**src/rtl/dcr_pkg.sv**
```systemverilog
package dcr_pkg;
  localparam int B_RUN    = 15;
  localparam int B_PAUSE  = 14;
  localparam int B_FLUSH  = 13;
  localparam int B_WAKE   = 12;
  localparam int B_DEAD   = 11;
  localparam int B_ACTIVE = 10;
  localparam int B_BT     = 8;

  localparam int NUM_SEL  = 3;

  typedef enum logic [2:0] {
    IDX_CTRL = 3'd0,
    IDX_STAT = 3'd1,
    IDX_CPTR = 3'd2,
    IDX_ISEL = 3'd3,
    IDX_BSEL = 3'd4,
    IDX_WSEL = 3'd5
  } reg_idx_e;
endpackage

```
**src/rtl/dcr_ctrl.sv**
```systemverilog
module dcr_ctrl
  import dcr_pkg::*;
#(
  parameter int DATA_W = 32
) (
  input  logic              clk,
  input  logic              rst,
  input  logic              ctrl_we,
  input  logic [DATA_W-1:0] ctrl_wdata,
  input  logic              seq_set_dead,
  input  logic              seq_clr_active,
  input  logic              seq_set_bt,
  input  logic              seq_clr_bt,
  input  logic              seq_clr_wake,
  output logic [DATA_W-1:0] status_o,
  output logic              flush_req_o,
  output logic              kick_o
);
  localparam int HALF = DATA_W / 2;

  logic run_q, pause_q, wake_q, dead_q, active_q, bt_q, flush_q;
  logic flush_req_q, kick_q;
  logic run_d, pause_d, wake_d, dead_d, active_d, bt_d, flush_d;
  logic do_flush, kick_d;
  logic [HALF-1:0] msk, val;

  assign msk = ctrl_wdata[DATA_W-1:HALF];
  assign val = ctrl_wdata[HALF-1:0];

  always_comb begin
    run_d    = run_q;
    pause_d  = pause_q;
    wake_d   = wake_q;
    dead_d   = dead_q;
    active_d = active_q;
    bt_d     = bt_q;
    flush_d  = 1'b0;
    do_flush = 1'b0;
    kick_d   = 1'b0;
    // sequencer strobes first; software may override run/pause/active/wake
    if (seq_clr_active) active_d = 1'b0;
    if (seq_set_bt)      bt_d = 1'b1;
    else if (seq_clr_bt) bt_d = 1'b0;
    if (seq_clr_wake)    wake_d = 1'b0;
    if (ctrl_we) begin
      if (msk[B_RUN]) begin
        if (val[B_RUN]) run_d = 1'b1;
        else begin
          run_d  = 1'b0;
          dead_d = 1'b0;
        end
      end
      if (msk[B_WAKE] && val[B_WAKE] && run_d) wake_d = 1'b1;
      if (msk[B_PAUSE]) pause_d = val[B_PAUSE];
      if (msk[B_FLUSH] && val[B_FLUSH]) begin
        flush_d  = 1'b1;
        do_flush = 1'b1;
      end
      if (pause_d || !run_d) begin
        active_d = 1'b0;
        do_flush = 1'b1;
      end else if (msk[B_RUN] || msk[B_PAUSE]) begin
        active_d = 1'b1;
      end else if (msk[B_WAKE] && val[B_WAKE]) begin
        active_d = 1'b1;
      end
      kick_d = active_d;
    end
    // the sequencer owns dead when both act in one cycle
    if (seq_set_dead) dead_d = 1'b1;
  end

  always_ff @(posedge clk) begin
    if (rst) begin
      run_q <= 1'b0; pause_q <= 1'b0; wake_q <= 1'b0; dead_q <= 1'b0;
      active_q <= 1'b0; bt_q <= 1'b0; flush_q <= 1'b0;
      flush_req_q <= 1'b0; kick_q <= 1'b0;
    end else begin
      run_q <= run_d; pause_q <= pause_d; wake_q <= wake_d; dead_q <= dead_d;
      active_q <= active_d; bt_q <= bt_d; flush_q <= flush_d;
      flush_req_q <= do_flush; kick_q <= kick_d;
    end
  end

  always_comb begin
    status_o           = '0;
    status_o[B_RUN]    = run_q;
    status_o[B_PAUSE]  = pause_q;
    status_o[B_FLUSH]  = flush_q;
    status_o[B_WAKE]   = wake_q;
    status_o[B_DEAD]   = dead_q;
    status_o[B_ACTIVE] = active_q;
    status_o[B_BT]     = bt_q;
  end

  assign flush_req_o = flush_req_q;
  assign kick_o      = kick_q;
endmodule

```
**src/rtl/dcr_cptr.sv**
```systemverilog
module dcr_cptr #(
  parameter int DATA_W     = 32,
  parameter int ALIGN_BITS = 4
) (
  input  logic              clk,
  input  logic              rst,
  input  logic              we,
  input  logic              locked,
  input  logic [DATA_W-1:0] wdata,
  output logic [DATA_W-1:0] cptr_o,
  output logic              fetch_o
);
  localparam logic [DATA_W-1:0] ALIGN_MASK = ~((DATA_W'(1) << ALIGN_BITS) - DATA_W'(1));

  always_ff @(posedge clk) begin
    if (rst) begin
      cptr_o  <= '0;
      fetch_o <= 1'b0;
    end else begin
      fetch_o <= 1'b0;
      if (we && !locked) begin
        cptr_o  <= wdata & ALIGN_MASK;
        fetch_o <= 1'b1;
      end
    end
  end
endmodule

```
**src/rtl/dcr_rdmux.sv**
```systemverilog
module dcr_rdmux
  import dcr_pkg::*;
#(
  parameter int DATA_W = 32,
  parameter int IDX_W  = 3
) (
  input  logic                      clk,
  input  logic                      rst,
  input  logic [IDX_W-1:0]          idx,
  input  logic [DATA_W-1:0]         status,
  input  logic [DATA_W-1:0]         cptr,
  input  logic [NUM_SEL*DATA_W-1:0] sel_flat,
  output logic [DATA_W-1:0]         rdata_o
);
  logic [DATA_W-1:0] rd_d;

  always_comb begin
    rd_d = '0;
    if (idx == IDX_W'(IDX_CTRL) || idx == IDX_W'(IDX_STAT)) rd_d = status;
    else if (idx == IDX_W'(IDX_CPTR)) rd_d = cptr;
    for (int i = 0; i < NUM_SEL; i++)
      if (idx == IDX_W'(int'(IDX_ISEL) + i)) rd_d = sel_flat[i*DATA_W +: DATA_W];
  end

  always_ff @(posedge clk) begin
    if (rst) rdata_o <= '0;
    else     rdata_o <= rd_d;
  end
endmodule

```
**src/rtl/dma_chan_csr.sv**
```systemverilog
module dma_chan_csr
  import dcr_pkg::*;
#(
  parameter int DATA_W     = 32,
  parameter int ADDR_W     = 5,
  parameter int ALIGN_BITS = 4
) (
  input  logic              clk,
  input  logic              rst,
  input  logic              bus_we,
  input  logic [ADDR_W-1:0] bus_addr,
  input  logic [DATA_W-1:0] bus_wdata,
  output logic [DATA_W-1:0] bus_rdata,
  input  logic              seq_set_dead,
  input  logic              seq_clr_active,
  input  logic              seq_set_bt,
  input  logic              seq_clr_bt,
  input  logic              seq_clr_wake,
  output logic [DATA_W-1:0] status_o,
  output logic [DATA_W-1:0] cmd_ptr_o,
  output logic              fetch_o,
  output logic [DATA_W-1:0] intr_sel_o,
  output logic [DATA_W-1:0] br_sel_o,
  output logic [DATA_W-1:0] wait_sel_o,
  output logic              flush_req_o,
  output logic              kick_o
);
  localparam int IDX_W = ADDR_W - 2;

  logic [IDX_W-1:0]          idx;
  logic [NUM_SEL*DATA_W-1:0] sel_flat;

  assign idx = bus_addr[ADDR_W-1:2];

  dcr_ctrl #(.DATA_W(DATA_W)) ctrl_i (
    .clk(clk), .rst(rst),
    .ctrl_we(bus_we && idx == IDX_W'(IDX_CTRL)),
    .ctrl_wdata(bus_wdata),
    .seq_set_dead(seq_set_dead), .seq_clr_active(seq_clr_active),
    .seq_set_bt(seq_set_bt), .seq_clr_bt(seq_clr_bt), .seq_clr_wake(seq_clr_wake),
    .status_o(status_o), .flush_req_o(flush_req_o), .kick_o(kick_o)
  );

  dcr_cptr #(.DATA_W(DATA_W), .ALIGN_BITS(ALIGN_BITS)) cptr_i (
    .clk(clk), .rst(rst),
    .we(bus_we && idx == IDX_W'(IDX_CPTR)),
    .locked(status_o[B_ACTIVE]),
    .wdata(bus_wdata),
    .cptr_o(cmd_ptr_o), .fetch_o(fetch_o)
  );

  for (genvar g = 0; g < NUM_SEL; g++) begin : g_sel
    logic [DATA_W-1:0] sel_q;
    always_ff @(posedge clk) begin
      if (rst) sel_q <= '0;
      else if (bus_we && idx == IDX_W'(int'(IDX_ISEL) + g)) sel_q <= bus_wdata;
    end
    assign sel_flat[g*DATA_W +: DATA_W] = sel_q;
  end

  assign intr_sel_o = sel_flat[0*DATA_W +: DATA_W];
  assign br_sel_o   = sel_flat[1*DATA_W +: DATA_W];
  assign wait_sel_o = sel_flat[2*DATA_W +: DATA_W];

  dcr_rdmux #(.DATA_W(DATA_W), .IDX_W(IDX_W)) rd_i (
    .clk(clk), .rst(rst), .idx(idx), .status(status_o),
    .cptr(cmd_ptr_o), .sel_flat(sel_flat), .rdata_o(bus_rdata)
  );
endmodule

```
**config.mk**
```make
export PLATFORM = sky130hd
export DESIGN_NAME = dma_chan_csr
export DESIGN_NICKNAME = d
export VERILOG_FILES = /design/src/rtl/dcr_pkg.sv /design/src/rtl/dcr_ctrl.sv /design/src/rtl/dcr_cptr.sv /design/src/rtl/dcr_rdmux.sv /design/src/rtl/dma_chan_csr.sv
export SDC_FILE = /design/constraint.sdc
export NUM_CORES = 1
export LEC_CHECK = 0
export BUFFER_PORTS_ARGS = -buffer_cell sky130_fd_sc_hd__buf_4
export CORE_ASPECT_RATIO = 0.5
export CORE_MARGIN = 8
export CORE_UTILIZATION = 45
export DETAILED_ROUTE_END_ITERATION = 7
export PLACE_DENSITY = 0.7
export SYNTH_ARGS = -nofsm -noshare
export SYNTH_HDL_FRONTEND = slang
export SYNTH_HIERARCHICAL = 1
export SYNTH_SLANG_ARGS = --single-unit
export TNS_END_PERCENT = 20
```
**constraint.sdc**
```tcl
create_clock -name clk -period 1.85 [get_ports clk]
set_input_delay 0.2775 -clock clk [delete_from_list [all_inputs] [get_ports clk]]
set_output_delay 0.2775 -clock clk [all_outputs]
set_load 0.005 [all_outputs]
```
**After elaboration in Yosys (flattened, before gate mapping)**

Index checks and enable logic that the tools add are counted.

- Word-level logic and storage cells: 69
- Register bits: 166

- Mux-type cells: 27
- Equal/unequal tests: 6
- Bitwise logic cells: 1
- Reductions and logical operators: 20

Operators by type and width:

| operator | count |
|---|---|
| 2-to-1 mux 32 bit | 5 |
| 2-to-1 mux 1 bit | 22 |
| logical AND 1 bit | 9 |
| equality test 3 x 2 -> 1 bit (second input constant) | 2 |
| equality test 3 bit (second input constant) | 2 |
| nonzero test 2 bit | 3 |
| equality test 3 x 1 -> 1 bit (second input constant) | 1 |
| logical NOT 3 bit | 1 |
| logical OR 1 bit | 3 |
| AND reduction 3 bit | 1 |
| logical NOT 1 bit | 2 |
| inequality test 2 x 1 -> 1 bit (second input constant) | 1 |
| OR reduction 2 bit | 1 |
| NOT 1 bit | 1 |

**Longest topological paths before layout**

- Word-level depth: 7
- Gate-level depth with buffers: 5
- Depth with buffers taken out: 4

**By module**

The synthesis kept the hierarchy.

Modules (own cells, without submodules):

| module | area an instance (um^2) | cells each | times used |
|---|---|---|---|
| dma_chan_csr | 3902.5 | 352 | 1 |
| dcr_rdmux | 2253.4 | 254 | 1 |
| dcr_cptr | 1403.8 | 135 | 1 |
| dcr_ctrl | 609.3 | 71 | 1 |

**Worst setup path before layout**

Ideal clock, no wire load.

- Path type: input -> register
- Start: input port bus_addr[2]
- End: register ctrl_i.kick_q, in the netlist ctrl_i/kick_o
- Setup time: 0.078 ns
- Arrival time: 1.534 ns
- Cell stages on the path: 4
- Required time: 1.772 ns
- Slack: 0.238 ns
- Cell sequence: nor4b_1 > nand2b_1 > nand2b_1 > nor3_1

- Word-level cells in the longest chain between the ends: 4

Ends and longest elaborated chain:

| item | line | source |
|---|---|---|
| start: declaration | dma_chan_csr.sv:11 | `input logic [ADDR_W-1:0] bus_addr,` |
| logical NOT 3 bit | dma_chan_csr.sv:37 | `.ctrl_we(bus_we && idx == IDX_W'(IDX_CTRL)),` |
| logical AND 1 bit | dma_chan_csr.sv:37 |  |
| NOT 1 bit (no line) | n/a |  |
| OR reduction 2 bit (no line) | n/a |  |
| end signal: assignment | dcr_ctrl.sv:81 | `flush_req_q <= do_flush; kick_q <= kick_d;` |
| end: declaration | dcr_ctrl.sv:22 | `logic flush_req_q, kick_q;` |

Every way passes these cells.
A chain may end at the register's enable or synchronous reset.

**Final worst setup path**

Same ends and word-level chain as after synthesis.

==> results.json <==
{
  "power.switching_fraction": 0.249,
  "die_h_um": 111,
  "max_slew.worst_pin.slew_ns": 0.537,
  "slew_headroom": 0.641,
  "report.final.setup_viol": 0,
  "fin_hold_ws_ns": 0.0438,
  "critical_path_required_ns": 2.19,
  "place_area_sq_um": 9730,
  "cts_max_path_buffers": 2,
  "clkSlewWorstSetupHoldPaths_ns": 0.06,
  "floorplan_die_width_um": 207,
  "design_area_sq_um": 10400,
  "rsz0062_at_grt": "no",
  "worst-setup-path-type": "in -> reg",
  "tritoncts.num_buffers": 17,
  "fin_util": 0.590,
  "final_min_period_over_clock_period": 0.737,
  "antenna_diode_count": 0,
  "final_critical_path_setup_slack_ns": 0.486,
  "placementRows": 34,
  "syn_area_per_cell_sq_um": 10.1,
  "total_leakage_power_nw": 4.63,
  "cts_hold_buffers": 0,
  "number_of_flops_mapped_to_enable_cells_by_yosys": 0,
  "reg2reg_from": "ctrl_i/active_q",
  "routedWlPerCell_um": 19.6,
  "post-dp-hpwl_mm": 17.3,
  "cts_htree_levels": 4,
  "setup.worst_path.end_class": "register",
  "gr-usage-all-layers": 0.204,
  "dr_total_vias": 6436,
  "drive_above_1_share": 0.309,
  "cts_setup_buffers": 0,
  "vias_per_cell": 5.21,
  "ir_drop_uv": 645,
  "critPathMaxFanout": 16,
  "p_switching_w": 0.00214,
  "post_synth_instance_area_sq_um": 8170,
  "placement.io_buffers": 208,
  "clock-skew-final_ns": 0.00835,
  "slew_violations": 0,
  "post-route-min-period_ns": 1.36,
  "place_congestion": 0.767,
  "drc": 0,
  "initial_core_util": 0.465,
  "asyncSetResetFlopFracSynth": 0,
  "intPower_w": 0.00645,
  "grt_overflow": 0,
  "timing.fmax_ghz": 0.733,
  "power_frac_seq": 0.436,
  "pin_count": 240,
  "nets": 1034,
  "synth_ff_type": "dfxtp_1",
  "powerDensity_nw_per_um2": 828,
  "ys.warnings.count": 6,
  "worstSkewPairLatency_ns": 0.42,
  "result_of_the_run": "complete, no violations",
  "timing.critical_path.from": "bus_addr[2]",
  "start_point_of_the_worst_min_delay_path": "seq_clr_wake",
  "clock_power_share": 0.454,
  "drt_iter0_markers": 303,
  "grt_pass1_wl_mm": 37.3,
  "synth_sequential_area_ratio": 0.407,
  "detail-route-antenna-nets": 0,
  "clock_tree.root_cell": "clkbuf_16",
  "pwr-share-comb": 0.110,
  "dr.pass1.iters": 5,
  "clock_tree_from_tritoncts": "done",
  "postSynthRegisterBits": 166,
  "cp_data_arrival_time_ns": 1.70,
  "synthesis.instances": 812,
  "maxCapViolations": 0,
  "area_delta_synth_final_pct": 26.9,
  "synth_cell_types": 41,
  "placeableCoreArea_sq_um": 17600,
  "postCtsResizedCells": 0,
  "antenna_found_initial": 0,
  "critPathLaunchType": "input pin",
  "cts.sink_count": 166,
  "tns_ns": 0,
  "dieArea_sq_um": 23000,
  "wl_mm": 24.2,
  "grt_max_degree": 53,
  "hold_wc_path_type": "in -> reg",
  "hold_viol_final": 0,
  "vias_in_the_first_global_route": 6528,
  "pre_cts_slack_ns": 0.0774
}
[critical path, cell delays in order]
cell      delay, ns
buf_4          0.19
nor4b_1        0.51
buf_4          0.25
nand2b_1       0.08
nand2b_1       0.20
nor3_1         0.20
[routing by layer]
layer | vias up | share of wire | GRT usage
met5 | - | 0 | 0
met2 | 152 | 0.49 | 0.345
met1 | 3149 | 0.44 | 0.259
met3 | 18 | 0.061 | 0.0438
li1 | 3117 | - | -
met4 | 0 | 0.0088 | 0.0477
[cells in the mapped netlist, types with 2 or more instances]
cell type	count	area (sq um)
mux2i_1	129	1290
buf_2	12	60.1
buf_4	50	375
buf_6	13	146
o32a_1	31	310
nand4bb_1	29	327
nor2b_1	3	18.8
o21ai_2	2	17.5
o21ai_0	9	45.0
nor3b_1	31	233
o21ai_1	18	90.1
dfxtp_1	166	3320
nor3_2	29	290
nor3_1	4	20.0
nand2b_4	2	27.5
nand2b_1	159	995
nor2_1	67	251
clkbuf_4	2	15.0
clkbuf_1	25	93.8
a21oi_1	4	20.0
conb_1	2	7.51
nand3b_1	2	15.0
inv_1	2	7.51
nand2_1	4	15.0
[cells in the final DEF (no fill, tap or decap), types with 6 or more instances in the layout]
cell type / synthesis / final
nand2b_1: 159 / 159
nor3_2: 29 / 29
dfxtp_1: 166 / 165
nand4bb_1: 29 / 28
inv_6: 0 / 6
o21ai_1: 18 / 18
nor2_1: 67 / 67
buf_12: 0 / 6
conb_1: 2 / 29
o21ai_0: 9 / 9
nor3b_1: 31 / 31
buf_4: 50 / 229
mux2i_1: 129 / 129
o32a_1: 31 / 31
clkbuf_16: 0 / 17
[final timing paths]
check	to	slack, ns	cells after the start
setup / recovery	ctrl_i/kick_o	0.49	6
hold / removal	ctrl_i/wake_q	0.04	2
setup reg to reg	ctrl_i/active_q	0.54	3
hold reg to reg	cptr_i/cptr_o[14]	0.49	2
[registers in the layout (all words and copies together), names as in the netlist, 28 cells and up]
| register | flops |
|---|---|
| br_sel_o | 32 |
| wait_sel_o | 32 |
| rd_i/rdata_o | 32 |
| cptr_i/cptr_o | 28 |
| intr_sel_o | 32 |
[through the flow]
step	total power (W)	instances
4_1_cts	0.00865	1236
6_report	0.00859	1236
3_5_place_dp	0.00476	1204
2_1_floorplan	0.00442	839
3_3_place_gp	0.00475	1204
5_1_grt	0.00891	1236
[cells by family after synthesis]
family                 count (synthesis)  synth area share
AO/OA/AOI/OAI                         68            0.0643
other                                  2          0.000919
AND/OR/NAND/NOR                      339             0.279
flip-flops                           166             0.407
buffers and inverters                106            0.0879
multiplexers                         131             0.161
[power by group through the flow]
| stage | Combinational (W) | Sequential [W] | Clock, W |
|---|---|---|---|
| after floorplan | 0.000604 | 0.00381 | 0 |
| after global placement | 0.000926 | 0.00382 | 0 |
| after detailed placement | 0.000943 | 0.00382 | 0 |
| after CTS | 0.000945 | 0.00374 | 0.00397 |
| after global routing | 0.00102 | 0.00375 | 0.00414 |
| final | 0.000948 | 0.00374 | 0.00390 |
[cell type report]
class / count / area, sq um
timing repair buffer: 235 / 1840
inverter: 2 / 7.51
multi-input combinational: 567 / 4260
clock buffer: 17 / 425
tap: 234 / 293
sequential: 166 / 3320
fill: 1522 / 7200
clock inverter: 15 / 216
Power figures use the tool's default switching activity.
